## src/rtl/subword_lane_unit.sv

```systemverilog
module subword_lane_unit #(
  parameter int WORDS_PER_LINE = 8,
  parameter bit REG_OUT = 1'b1,
  localparam int IDX_W = (WORDS_PER_LINE > 1) ? $clog2(WORDS_PER_LINE) : 1
) (
  input  logic             clk,
  input  logic             rst_n,
  input  logic             valid,
  input  logic [1:0]       size,
  input  logic [1:0]       addr_lo,
  input  logic             big_end,
  input  logic             align_chk,
  input  logic             wr_en,
  input  logic [IDX_W-1:0] word_idx,
  input  logic [31:0]      old_word,
  input  logic [31:0]      wr_data,
  output logic             out_valid,
  output logic [31:0]      rd_data,
  output logic [31:0]      merged,
  output logic             dirty_first,
  output logic             dirty_last,
  output logic             align_fault
);

  localparam int HALF_WORDS = WORDS_PER_LINE / 2;

  logic        is_byte, is_half, is_word;
  logic        fault_c, store_ok, low_half;
  logic [1:0]  lane;
  logic [4:0]  sh;
  logic [31:0] lane_mask, shifted, wr_lane, rd_c, merged_c;

  assign is_byte = (size == 2'b00);
  assign is_half = (size == 2'b01);
  assign is_word = size[1];

  assign fault_c = align_chk & ((is_word & (|addr_lo)) | (is_half & addr_lo[0]));

  assign lane = is_half ? {big_end ^ addr_lo[1], 1'b0} : ({big_end, big_end} ^ addr_lo);
  assign sh   = {lane, 3'b000};

  assign lane_mask = (is_byte ? 32'h0000_00ff : 32'h0000_ffff) << sh;
  assign shifted   = old_word >> sh;
  assign wr_lane   = (is_byte ? {24'h0, wr_data[7:0]} : {16'h0, wr_data[15:0]}) << sh;

  always_comb begin
    if (fault_c)      rd_c = 32'h0;
    else if (is_word) rd_c = old_word;
    else if (is_half) rd_c = {16'h0, shifted[15:0]};
    else              rd_c = {24'h0, shifted[7:0]};
  end

  assign store_ok = wr_en & ~fault_c;
  assign low_half = (word_idx < IDX_W'(HALF_WORDS));

  always_comb begin
    if (!store_ok)    merged_c = old_word;
    else if (is_word) merged_c = wr_data;
    else              merged_c = (old_word & ~lane_mask) | wr_lane;
  end

  logic [1:0]  s_size;
  logic [31:0] s_old;

  generate
    if (REG_OUT) begin : g_reg
      always_ff @(posedge clk or negedge rst_n) begin
        if (!rst_n) begin
          out_valid   <= 1'b0;
          rd_data     <= '0;
          merged      <= '0;
          dirty_first <= 1'b0;
          dirty_last  <= 1'b0;
          align_fault <= 1'b0;
          s_size      <= 2'b00;
          s_old       <= '0;
        end else begin
          out_valid <= valid;
          if (valid) begin
            rd_data     <= rd_c;
            merged      <= merged_c;
            dirty_first <= store_ok & low_half;
            dirty_last  <= store_ok & ~low_half;
            align_fault <= fault_c;
            s_size      <= size;
            s_old       <= old_word;
          end
        end
      end

      a_r11_valid_follows: assert property (@(posedge clk) disable iff (!rst_n)
        valid |=> out_valid);
      a_r11_idle_holds: assert property (@(posedge clk) disable iff (!rst_n)
        !valid |=> (!out_valid && $stable(rd_data) && $stable(merged)));
    end else begin : g_comb
      assign out_valid   = valid;
      assign rd_data     = rd_c;
      assign merged      = merged_c;
      assign dirty_first = store_ok & low_half;
      assign dirty_last  = store_ok & ~low_half;
      assign align_fault = fault_c;
      assign s_size      = size;
      assign s_old       = old_word;
    end
  endgenerate

  a_r9_fault_no_dirty: assert property (@(posedge clk) disable iff (!rst_n)
    (out_valid && align_fault) |-> (!dirty_first && !dirty_last));
  a_r9_fault_keeps_word: assert property (@(posedge clk) disable iff (!rst_n)
    (out_valid && align_fault) |-> (merged == s_old));
  a_r10_one_half: assert property (@(posedge clk) disable iff (!rst_n)
    out_valid |-> ($countones({dirty_first, dirty_last}) <= 1));
  a_r4_byte_upper_zero: assert property (@(posedge clk) disable iff (!rst_n)
    (out_valid && s_size == 2'b00) |-> (rd_data[31:8] == 24'h0));
  a_r2_byte_never_faults: assert property (@(posedge clk) disable iff (!rst_n)
    (out_valid && s_size == 2'b00) |-> !align_fault);

endmodule

```

## config.mk

```make
export PLATFORM = sky130hd
export DESIGN_NAME = subword_lane_unit
export DESIGN_NICKNAME = d
export VERILOG_FILES = /design/src/rtl/subword_lane_unit.sv
export SDC_FILE = /design/constraint.sdc
export NUM_CORES = 1
export LEC_CHECK = 0
export ABC_AREA = 1
export BUFFER_PORTS_ARGS = -buffer_cell sky130_fd_sc_hd__buf_2
export CAP_MARGIN = 10
export CELL_PAD_IN_SITES_DETAIL_PLACEMENT = 0
export CELL_PAD_IN_SITES_GLOBAL_PLACEMENT = 2
export CORE_ASPECT_RATIO = 1.25
export CORE_MARGIN = 5
export CORE_UTILIZATION = 29
export CTS_CLUSTER_SIZE = 20
export DETAILED_ROUTE_END_ITERATION = 8
export PLACE_DENSITY = 0.94
export SYNTH_ARGS = -nofsm -noshare
export SYNTH_HDL_FRONTEND = slang
export SYNTH_SLANG_ARGS = --single-unit
```

## constraint.sdc

```tcl
create_clock -name clk -period 2.04 [get_ports clk]
set_clock_uncertainty 0.2 [all_clocks]
set_input_delay 0.306 -clock clk [delete_from_list [all_inputs] [get_ports clk]]
set_output_delay 0.306 -clock clk [all_outputs]
set_load 0.02 [all_outputs]
```

==> impl_metrics.yaml <==
min_path:
  hold-path-cell-count: 3
  hold_path_class: "in -> reg"
  timing.hold.worst_endpoint: "merged[7]"
  min_from: "wr_data[7]"
worst_setup_path:
  data_required_time_at_the_worst_endpoint_ns: 2.11
  count_of_cells_along_the_worst_register_to_register_path: 2
  crit_fanout: 18
  cp.arrival_ns: 1.73
  crit_chain: "buf_2, inv_8, nand2_8, nand3_4, nand2_1, nand2_1, nand2_1, a21oi_1, a21oi_1"
  cpMostUsedCell: "sky130_fd_sc_hd__nand2_1"
  startpoint_type: "input pin"
  timing.reg2reg.setup_slack_ns: 1.19
  critical_path.slowest_cell: "sky130_fd_sc_hd__nand2_1"
  crit_path_category: "in -> reg"
  worst_path_largest_cell_delay_ns: 0.35
  cp-end-kind: "flop"
  reg2reg_to: "merged[19]"
  timing.rr.start: "merged[19]"
yosys:
  ys_warn_count: 0
  synth.most_common_cell: "sky130_fd_sc_hd__nand2_1"
  async_reset_ff_share_pct: 100.0
  post_synth_most_frequent_cells: "275 x sky130_fd_sc_hd__nand2_1, 72 x sky130_fd_sc_hd__nor2_1, 68 x sky130_fd_sc_hd__dfrtp_1"
  synth_sequential_area_ratio_pct: 38.21
  post-synth-top-area-cell: "sky130_fd_sc_hd__dfrtp_1"
  postSynthRegisterBits: 68
  number_of_unique_standard_cell_types_used_by_synthesis: 25
  netlist_top_cells_area: "sky130_fd_sc_hd__dfrtp_1 38%, sky130_fd_sc_hd__nand2_1 23%, sky130_fd_sc_hd__a21oi_1 7.2%"
  synth_edf_count: 0
  synth_top_cell_area_share_pct: 38.21
  synthesis.area_mm2: 0.004453
  ys.flop_type: "sky130_fd_sc_hd__dfrtp_1"
  postSynthCellCount: 677
  postSynthAreaPerCell_um2: 6.578
  synthesized_net_count: 754
flow_run:
  drv.max_cap_violation_count: 0
routing:
  dr.first_iter.drc_count: 206
  drt_first_pass_iters: 4
  wl_mm: 16.55
  post_drt_via_cell_ratio: 4.739
  drcViolationCount: 0
  num_vias: 4730
  route.detailed.wl_per_inst_um: 16.58
  antenna_viol_nets_final: 0
timing:
  setup-tns-final_ns: 0
  max_slew_margin_pct: 73.08
  finalWorstSetupSlack_ns: 0.3785
  final.min_clock_period_ns: 1.661
  timing.final.max_slew_violations: 0
  worstMarginPinSlew_ns: 0.4028
  setup_viol_count_final: 0
  fmaxAchievable_ghz: 0.6019
  fin_worst_hold_slack_ns: 0.05493
  report.final.hold_viol_count: 0
  grt_setup_unrepaired: "no"
  fin_crit_sh_pct: 81.44
cts:
  ctsLongestPathBuffers: 2
  clkSinkCount: 68
  clkLatencyLatePin_ns: 0.34
  master_cell_of_the_clock_root_buffer: "sky130_fd_sc_hd__clkbuf_16"
  clk_pin_slew_ns: 0.06
  ctsHtreeMaxLevel: 3
  tritoncts.num_buffers: 9
  cts_tree: "built"
power:
  ir_drop_mv: 0.3863
  power.sequential.fraction_pct: 34.2
  power.share.clock_pct: 39.4
  design_power_total_mw: 4.589
  sw_frac_of_total_pct: 32.76
  leakage_component_of_the_power_nw: 3.198
  internal-power_mw: 3.086
  switchingPower_mw: 1.503
  power.density_mw_per_mm2: 808.6
  power.share.combinational_pct: 26.4
placed_design:
  dp.final_hpwl_mm: 12.86
  dp.cells: 980
  place_worst_setup_slack_ns: 0.04987
  routability_congestion_estimate: 0.8615
  numPortBuffers: 142
floorplanning:
  pin_count: 145
  floorplan.initialDensity_pct: 29.66
  dieWidth_um: 120.8
  floorplan.core_area_mm2: 0.01501
  floorplan.die_area_mm2: 0.01795
  placement_rows: 50
  chipHeight_um: 148.5
run_status:
  outcome: "finished clean"
global_routing:
  grt_pass1_vias: 4748
  gr-total-overflow: 0
  global_routing_usage_summed_across_all_routing_layers_pct: 18.59
  grt_max_degree: 69
  grt_pass1_wl_mm: 26.03
  grt_antenna_before_repair: 0
cells_and_area:
  antenna_cells_inserted: 0
  multiInputGateArea_mm2: 0.002318
  finalNonFillerCells: 998
  area_delta_synth_final_pct: 27.45
  sequential_cell_area_mm2: 0.001702
  final_net_count: 888
  proportion_of_layout_cells_with_a_drive_suffix_above_1_pct: 24.14
  filler_cell_count: 1690
timing repair:
action | CTS | global route
resized for setup | 0 | 0
setup endpoints to repair | 0 | 0
hold buffers | 2 | 0
endpoints found under the hold margin | 69 | 0
setup buffers | 0 | 0
critical path, delay by kind of cell:
kind                   cells  cell delay (ns)
AOI/OAI and AO/OA          2             0.25
buffers and inverters      2             0.23
and+or+nand+nor            5             0.93
worst max path at each step:
stage | start | endpoint
floorplan | size[1] | rd_data[0]
global placement | size[1] | merged[23]
detailed placement | size[1] | merged[23]
CTS | size[1] | merged[23]
global route | size[1] | merged[22]
finish | size[1] | merged[23]
flip-flops by register name, indices dropped and copies added (netlist names):
name and flops:
merged 32, rd_data 32, align_fault 1, dirty_first 1, dirty_last 1, out_valid 1
power by group through the flow:
| stage | clock network (mW) | registers, mW | logic [mW] |
|---|---|---|---|
| after global placement | 0 | 1.59 | 1.22 |
| after floorplan | 0 | 1.78 | 0.571 |
| after CTS | 1.85 | 1.57 | 1.23 |
| after detailed placement | 0 | 1.59 | 1.23 |
| after global routing | 1.90 | 1.59 | 1.35 |
| final | 1.81 | 1.57 | 1.21 |
per-stage QoR:
stage,utilization (%),area (um^2)
after detailed placement,35.39,5314
after global routing,37.80,5675
after CTS,37.80,5675
after floorplan,-,4453
final,37.80,5675
after global placement,35.39,5314
final cells by class:
| cell class | count | share of cell area (%) |
|---|---|---|
| repair buffers | 162 | 15.48 |
| clock inverters | 6 | 1.984 |
| multi-input cells | 518 | 40.85 |
| flip-flops and latches | 68 | 29.98 |
| well taps | 182 | 4.012 |
| inverters | 52 | 3.660 |
| clock buffers | 10 | 4.034 |
per-layer routing:
layer	routed length [um]	up-vias	GRT usage (%)
li1	-	2412	-
met2	8295	141	31.57
met1	6653	2137	22.30
met4	551	0	8.277
met3	1048	40	4.298
met5	0	-	0
cell usage in the layout (no fill, tap or decap):
cell                              n
sky130_fd_sc_hd__o21ai_0          2
sky130_fd_sc_hd__nand2_2          5
sky130_fd_sc_hd__buf_12           1
sky130_fd_sc_hd__buf_4           17
sky130_fd_sc_hd__inv_8            1
sky130_fd_sc_hd__nand2_8          1
sky130_fd_sc_hd__nand2_1        275
sky130_fd_sc_hd__clkbuf_16        9
sky130_fd_sc_hd__a21oi_2          1
sky130_fd_sc_hd__a21oi_1         64
sky130_fd_sc_hd__nor2_4           1
sky130_fd_sc_hd__nand3_4          2
sky130_fd_sc_hd__dlygate4sd3_1    2
sky130_fd_sc_hd__nor2_1          72
sky130_fd_sc_hd__inv_2            4
sky130_fd_sc_hd__bufinv_16        3
sky130_fd_sc_hd__o21ai_1         12
sky130_fd_sc_hd__nand2_4          5
sky130_fd_sc_hd__nand4_1          8
sky130_fd_sc_hd__inv_4            2
sky130_fd_sc_hd__buf_2          142
sky130_fd_sc_hd__clkbuf_1         1
sky130_fd_sc_hd__o31ai_1         17
sky130_fd_sc_hd__nand3_1         45
sky130_fd_sc_hd__clkinv_4         2
sky130_fd_sc_hd__dfrtp_1         68
sky130_fd_sc_hd__clkinv_2         1
sky130_fd_sc_hd__inv_1           45
sky130_fd_sc_hd__o21bai_1         8
cells by family after synthesis:
family                 share of synthesized area, %
AOI/OAI and AO/OA                             13.18
buffers and inverters                         9.722
DFF                                           38.21
and+or+nand+nor                               38.89
(Power assumes the default switching activity.)
